$ cat config.mk
export PLATFORM = sky130hd
export DESIGN_NAME = link_pulse_gen
export DESIGN_NICKNAME = d
export VERILOG_FILES = /design/src/rtl/lpg_pkg.sv /design/src/rtl/lpg_period_timer.sv /design/src/rtl/lpg_burst_seq.sv /design/src/rtl/lpg_pulse_shaper.sv /design/src/rtl/link_pulse_gen.sv
export SDC_FILE = /design/constraint.sdc
export NUM_CORES = 1
export LEC_CHECK = 0
export BUFFER_PORTS_ARGS = -buffer_cell sky130_fd_sc_hd__buf_2
export CAP_MARGIN = 0
export CORE_MARGIN = 3
export CORE_UTILIZATION = 25
export CTS_CLUSTER_DIAMETER = 50
export DETAILED_ROUTE_END_ITERATION = 8
export PLACE_DENSITY_LB_ADDON = 0.2
export SYNTH_ARGS = -nofsm -noshare
export SYNTH_HDL_FRONTEND = slang
export SYNTH_SLANG_ARGS = --single-unit
export TNS_END_PERCENT = 50
$ cat constraint.sdc
create_clock -name clk -period 2.13 [get_ports clk]
set_input_delay 0.1065 -clock clk [delete_from_list [all_inputs] [get_ports clk]]
set_output_delay 0.1065 -clock clk [all_outputs]
set_load 0.02 [all_outputs]
$ cat src/rtl/lpg_pkg.sv
package lpg_pkg;

    localparam int WORD_W = 16;
    localparam int SLOTS  = WORD_W + 1;

    typedef enum logic {
        MODE_NORMAL = 1'b0,
        MODE_BURST  = 1'b1
    } lpg_mode_e;

    typedef enum logic [1:0] {
        SRC_NONE  = 2'd0,
        SRC_NORM  = 2'd1,
        SRC_CLOCK = 2'd2,
        SRC_DATA  = 2'd3
    } pulse_src_e;

    typedef struct packed {
        logic       go;
        pulse_src_e src;
    } fire_req_t;

    function automatic int ns_to_cycles(input int mhz, input int ns);
        return (mhz * ns + 999) / 1000;
    endfunction

    function automatic int us_to_cycles(input int mhz, input int us);
        return mhz * us;
    endfunction

endpackage

$ cat src/rtl/lpg_period_timer.sv
module lpg_period_timer #(
    parameter int PERIOD = 1600000
) (
    input  logic clk,
    input  logic rst,
    input  logic en_i,
    output logic epoch_o
);
    localparam int CW = $clog2(PERIOD);

    logic [CW-1:0] cnt_q;

    always_ff @(posedge clk) begin
        if (rst || !en_i) begin
            cnt_q <= '0;
        end else if (cnt_q == CW'(PERIOD - 1)) begin
            cnt_q <= '0;
        end else begin
            cnt_q <= cnt_q + 1'b1;
        end
    end

    assign epoch_o = en_i && (cnt_q == '0);

endmodule

$ cat src/rtl/lpg_burst_seq.sv
module lpg_burst_seq
    import lpg_pkg::*;
#(
    parameter int GAP   = 12500,
    parameter int DOFS  = 6200,
    parameter int FLP_W = 12
) (
    input  logic              clk,
    input  logic              rst,
    input  logic              en_i,
    input  logic              start_i,
    input  logic [WORD_W-1:0] word_i,
    output logic              clk_fire_o,
    output logic              data_fire_o,
    output logic              active_o
);
    localparam int GW = $clog2(GAP);
    localparam int SW = $clog2(SLOTS + 1);

    typedef struct packed {
        logic              act;
        logic [GW-1:0]     gcnt;
        logic [SW-1:0]     slot;
        logic [WORD_W-1:0] bits;
    } seq_state_t;

    seq_state_t st_q;

    logic last_slot;
    logic slot_end;
    logic done;

    assign last_slot = (st_q.slot == SW'(SLOTS - 1));
    assign slot_end  = (st_q.gcnt == GW'(GAP - 1));
    assign done      = last_slot && (st_q.gcnt == GW'(FLP_W));

    always_ff @(posedge clk) begin
        if (rst || !en_i) begin
            st_q <= '0;
        end else if (start_i) begin
            st_q.act  <= 1'b1;
            st_q.gcnt <= '0;
            st_q.slot <= '0;
            st_q.bits <= word_i;
        end else if (st_q.act) begin
            if (done) begin
                st_q.act <= 1'b0;
            end
            if (slot_end) begin
                st_q.gcnt <= '0;
                st_q.slot <= st_q.slot + 1'b1;
                st_q.bits <= st_q.bits >> 1;
            end else begin
                st_q.gcnt <= st_q.gcnt + 1'b1;
            end
        end
    end

    assign clk_fire_o  = st_q.act && (st_q.gcnt == '0);
    assign data_fire_o = st_q.act && !last_slot && (st_q.gcnt == GW'(DOFS)) && st_q.bits[0];
    assign active_o    = st_q.act;

endmodule

$ cat src/rtl/lpg_pulse_shaper.sv
module lpg_pulse_shaper
    import lpg_pkg::*;
#(
    parameter int NLP_W = 10,
    parameter int FLP_W = 12
) (
    input  logic      clk,
    input  logic      rst,
    input  logic      en_i,
    input  fire_req_t fire_i,
    output logic      pulse_o
);
    localparam int WMAX = (NLP_W > FLP_W) ? NLP_W : FLP_W;
    localparam int RW   = $clog2(WMAX + 1);

    logic [RW-1:0] rem_q;
    logic [RW-1:0] load_w;
    logic          pulse_q;

    always_comb begin
        if (fire_i.src == SRC_NORM) begin
            load_w = RW'(NLP_W - 1);
        end else begin
            load_w = RW'(FLP_W - 1);
        end
    end

    always_ff @(posedge clk) begin
        if (rst || !en_i) begin
            rem_q   <= '0;
            pulse_q <= 1'b0;
        end else if (fire_i.go) begin
            rem_q   <= load_w;
            pulse_q <= 1'b1;
        end else if (rem_q != '0) begin
            rem_q   <= rem_q - 1'b1;
            pulse_q <= 1'b1;
        end else begin
            pulse_q <= 1'b0;
        end
    end

    assign pulse_o = pulse_q;

endmodule

$ cat src/rtl/link_pulse_gen.sv
module link_pulse_gen
    import lpg_pkg::*;
#(
    parameter int CLK_MHZ = 100,
    parameter int NLP_W   = ns_to_cycles(CLK_MHZ, 100),
    parameter int FLP_W   = ns_to_cycles(CLK_MHZ, 114),
    parameter int GAP     = us_to_cycles(CLK_MHZ, 125),
    parameter int DOFS    = us_to_cycles(CLK_MHZ, 62),
    parameter int PERIOD  = us_to_cycles(CLK_MHZ, 16000)
) (
    input  logic              clk,
    input  logic              rst,
    input  logic              en_i,
    input  logic              mode_i,
    input  logic [WORD_W-1:0] word_i,
    output logic              pulse_o,
    output logic              burst_o
);
    lpg_mode_e mode;
    logic      epoch;
    logic      clk_fire;
    logic      data_fire;
    logic      active;
    fire_req_t fire;

    assign mode = lpg_mode_e'(mode_i);

    lpg_period_timer #(
        .PERIOD (PERIOD)
    ) u_timer (
        .clk     (clk),
        .rst     (rst),
        .en_i    (en_i),
        .epoch_o (epoch)
    );

    lpg_burst_seq #(
        .GAP   (GAP),
        .DOFS  (DOFS),
        .FLP_W (FLP_W)
    ) u_seq (
        .clk         (clk),
        .rst         (rst),
        .en_i        (en_i),
        .start_i     (epoch && (mode == MODE_BURST)),
        .word_i      (word_i),
        .clk_fire_o  (clk_fire),
        .data_fire_o (data_fire),
        .active_o    (active)
    );

    always_comb begin
        fire = '{go: 1'b0, src: SRC_NONE};
        if (clk_fire) begin
            fire = '{go: 1'b1, src: SRC_CLOCK};
        end else if (data_fire) begin
            fire = '{go: 1'b1, src: SRC_DATA};
        end else if (epoch && (mode == MODE_NORMAL)) begin
            fire = '{go: 1'b1, src: SRC_NORM};
        end
    end

    lpg_pulse_shaper #(
        .NLP_W (NLP_W),
        .FLP_W (FLP_W)
    ) u_shaper (
        .clk     (clk),
        .rst     (rst),
        .en_i    (en_i),
        .fire_i  (fire),
        .pulse_o (pulse_o)
    );

    assign burst_o = active;

endmodule

==> implementation parameters <==
Parameter                              Value

Yosys
  Area share of the leading cell type in the synthesized netlist    42.4%
  Number of distinct library cells after synthesis    36
  Count of flip-flops with a built-in enable after synthesis    0
  Fraction of registers with async set or reset after synthesis    0%
  Largest area contributor in the netlist    sky130_fd_sc_hd__dfxtp_1
  Count of warnings emitted by yosys    0
  Mean instance size in the synthesized netlist    8.70 um2
  Proportion of synthesized chip area in sequential cells    42.4%
  Predominant post-synthesis flop cell    sky130_fd_sc_hd__dfxtp_1
  Cell types with the largest area share after synthesis    sky130_fd_sc_hd__dfxtp_1, sky130_fd_sc_hd__xor2_1, sky130_fd_sc_hd__nor2_1
  Gate count after technology mapping    337
  Summed instance area of the synthesized netlist    2930 um2
  Flip-flop and latch count after synthesis    62
  Post-Syn Nets    365

Clock tree
  Clk sink count    62
  Skew-Pair Late Insertion Delay    330 ps
  Clock slew at the register clock pins of the worst setup and hold paths    50 ps
  Clock tree from TritonCTS    yes
  Maximum clock insertion buffer count    2
  CTS HTree Levels    3
  Master cell of the clock root buffer    sky130_fd_sc_hd__clkbuf_16
  CTS Hold Bufs    0
  CTS buffer count    9

Worst setup path
  Worst r2r src    u_timer.cnt_q[13]
  Crit end category    flop
  Critical path, cell by cell    or4_1 -> or3_4 -> or4_4 -> buf_4 -> mux2i_1 -> nor2_1
  Crit path largest cell delay    600 ps
  Required time worst endpoint    2330 ps
  Reg-to-reg setup timing slack    -140 ps
  Critical Path End    u_seq.st_q[15]
  Worst path slowest cell    sky130_fd_sc_hd__or4_4
  Crit path max fanout    6
  Number of cells on the critical path    6
  Reg2Reg Depth    6
  Endpoint of the worst-slack reg-to-reg timing path    u_seq.st_q[15]
  Type of the worst setup path    reg2reg
  Crit path arrival time    2480 ps
  Launch point of the critical path    u_timer.cnt_q[13]
  WP buf/inv    1
  Startpoint type of the worst setup path    flop
  Largest delay share family, worst path    simple AND/OR/NAND/NOR gates

Cells and area
  Most frequent cells in the layout    sky130_fd_sc_hd__dfxtp_1, sky130_fd_sc_hd__nor2_1, sky130_fd_sc_hd__a21oi_1, sky130_fd_sc_hd__xor2_1, sky130_fd_sc_hd__buf_4
  Final core utilization    34.2%
  Fraction of layout cells with a size suffix above 1    21.1%
  Count of filler cells inserted in the layout    1214
  Area added between synthesis and finish    29.7%
  Nets@finish    411
  Area of all placed cells without fillers    3800 um2
  # diodes    0
  Commonest non-fill, non-tap cell in the layout    sky130_fd_sc_hd__dfxtp_1

Place
  Half-perimeter wire length after detailed placement    4.72 mm
  Minimum setup slack after placement    -154 ps
  Total of buffers placed on input and output ports    21
  Placer congestion estimate    0.791
  Placed cell area    3360 um2

GRT
  Aggregate global-route resource usage    11.1%
  Number of global-route vias before repair    2372
  Initial antenna violation count    0
  Wire length of the first global-routing pass    11.4 mm
  Grt ovf    0
  Maximum number of pins on one net before global-route repair    30

Status
  Failing checks    setup timing
  Status    complete, but fails checks

Floorplanning
  I/O pin count    22
  Width of the chip    114 um
  Floorplan row count    38
  Overall die area    13100 um2
  Area of the placeable core    11100 um2
  Height of the die    114 um
  Initial Util    26.3%

Routing
  Via density    4.65
  Length of the first detailed-routing pass in iterations    4
  Final routed DRC violation total    0
  Vias after detailed routing    2454
  Post-detailed-routing wire length    6.67 mm
  Antenna Nets Post-Route    0
  Number of DRC markers after the initial detailed-route iteration    79
  DR WL/cell    12.6 um

STA
  Final worst clock skew    7.38 ps
  Unrepaired setup endpoints after global routing    true
  Setup tns final    -3410 ps
  Transition time at the pin with the least slew margin    600 ps
  Post-route minimum period    2270 ps
  Final hold viol count    0
  Slack of the critical path    -142 ps
  Number of pins exceeding their max-slew limit in the final report    0
  Period Utilization, post-route    107%
  Maximum clock frequency    440 MHz
  Final setup violation count    36
  Relative slew slack    59.9%

Min path
  Hold Crit Class    in2reg

Power
  Total power after layout    2930 uW
  Maximum resistive drop on vdd    0.000492 V
  Power density cells    771 nW/um2
  Static Leak    0.00136 uW

Job
  Max-cap viol count    0
==> flip-flops by register name (all words and copies together), names as in the netlist <==
| name | flops |
|---|---|
| u_seq.active_o | 1 |
| u_seq.st_q | 35 |
| u_shaper.pulse_o | 1 |
| u_shaper.rem_q | 4 |
| u_timer.cnt_q | 21 |
==> routing by layer <==
layer | share of wire [%] | vias up | track usage, % | wire length (um)
li1 | - | 1269 | - | -
met1 | 47 | 1154 | 13.6 | 3150
met2 | 48 | 23 | 17.6 | 3180
met3 | 3.7 | 8 | 4.92 | 245
met4 | 1.5 | 0 | 3.64 | 99
met5 | 0 | - | 0 | 0
==> cell type report <==
| cell class | instances | area, um2 | share of cell area, % |
|---|---|---|---|
| sequential | 62 | 1240 | 32.7 |
| clock buffer | 12 | 246 | 6.49 |
| clock inverter | 4 | 70.1 | 1.84 |
| multi-input combinational | 249 | 1640 | 43.1 |
| timing repair buffer | 49 | 383 | 10.1 |
| inverter | 12 | 45.0 | 1.19 |
| tap | 140 | 175 | 4.61 |
==> cell families (layout without fill, tap and decap cells) <==
logic type / count (synthesis) / count (layout) / share of synthesized area (%)
muxes: 17 / 17 / 5.81
adders and majority gates: 8 / 8 / 3.42
xor gates and xnor gates: 34 / 34 / 10.2
DFF: 62 / 62 / 42.4
AOI/OAI and AO/OA: 47 / 47 / 8.28
and+or+nand+nor: 142 / 143 / 25.3
buffers and inverters: 27 / 77 / 4.70
==> worst register-to-register path, stage by stage (launching register included) <==
cell and delay, ps:
sky130_fd_sc_hd__dfxtp_2 310, sky130_fd_sc_hd__or4_1 500, sky130_fd_sc_hd__or3_4 380, sky130_fd_sc_hd__or4_4 600
sky130_fd_sc_hd__buf_4 180, sky130_fd_sc_hd__mux2i_1 140, sky130_fd_sc_hd__nor2_1 50
==> cells in the mapped netlist, drive strengths merged, types with 11 or more instances <==
library cell and count:
nand2 17, xor2 23, dfxtp 62, o21ai 19
inv 12, nor2 48, xnor2 11, mux2i 17
a21oi 26, nand4 16, nand3 18
==> how the worst min path moves through the flow <==
stage | startpoint | to | slack (ps) | cells after the start
after floorplan | word_i[15] | u_seq.st_q[15] | 250 | 2
after global placement | word_i[7] | u_seq.st_q[7] | 370 | 3
after detailed placement | word_i[8] | u_seq.st_q[8] | 380 | 3
after CTS | word_i[8] | u_seq.st_q[8] | 20 | 3
after global routing | word_i[12] | u_seq.st_q[12] | 40 | 3
final | word_i[8] | u_seq.st_q[8] | 40 | 3
==> timing repair <==
action,CTS,global route
gates cloned,1,1
endpoints found under the hold margin,0,0
endpoints found under the setup margin,36,38
setup buffers,3,0
pin swaps,0,0
resized for setup,9,5
==> through the flow <==
stage                     hold WS (ps)  cells
final                             42.0    528
after global routing              36.2    528
after CTS                         24.0    527
after detailed placement           376    507
after global placement             373    507
after floorplan                    250    337
==> power breakdown <==
group          switching [uW]  total, uW  leakage (uW)  internal, uW
logic                     102        190      0.000700          88.1
clock network             493       1540      0.000157          1050
registers                12.7       1200      0.000502          1180
total                     607       2930       0.00136          2320
(Power assumes the default switching activity.)
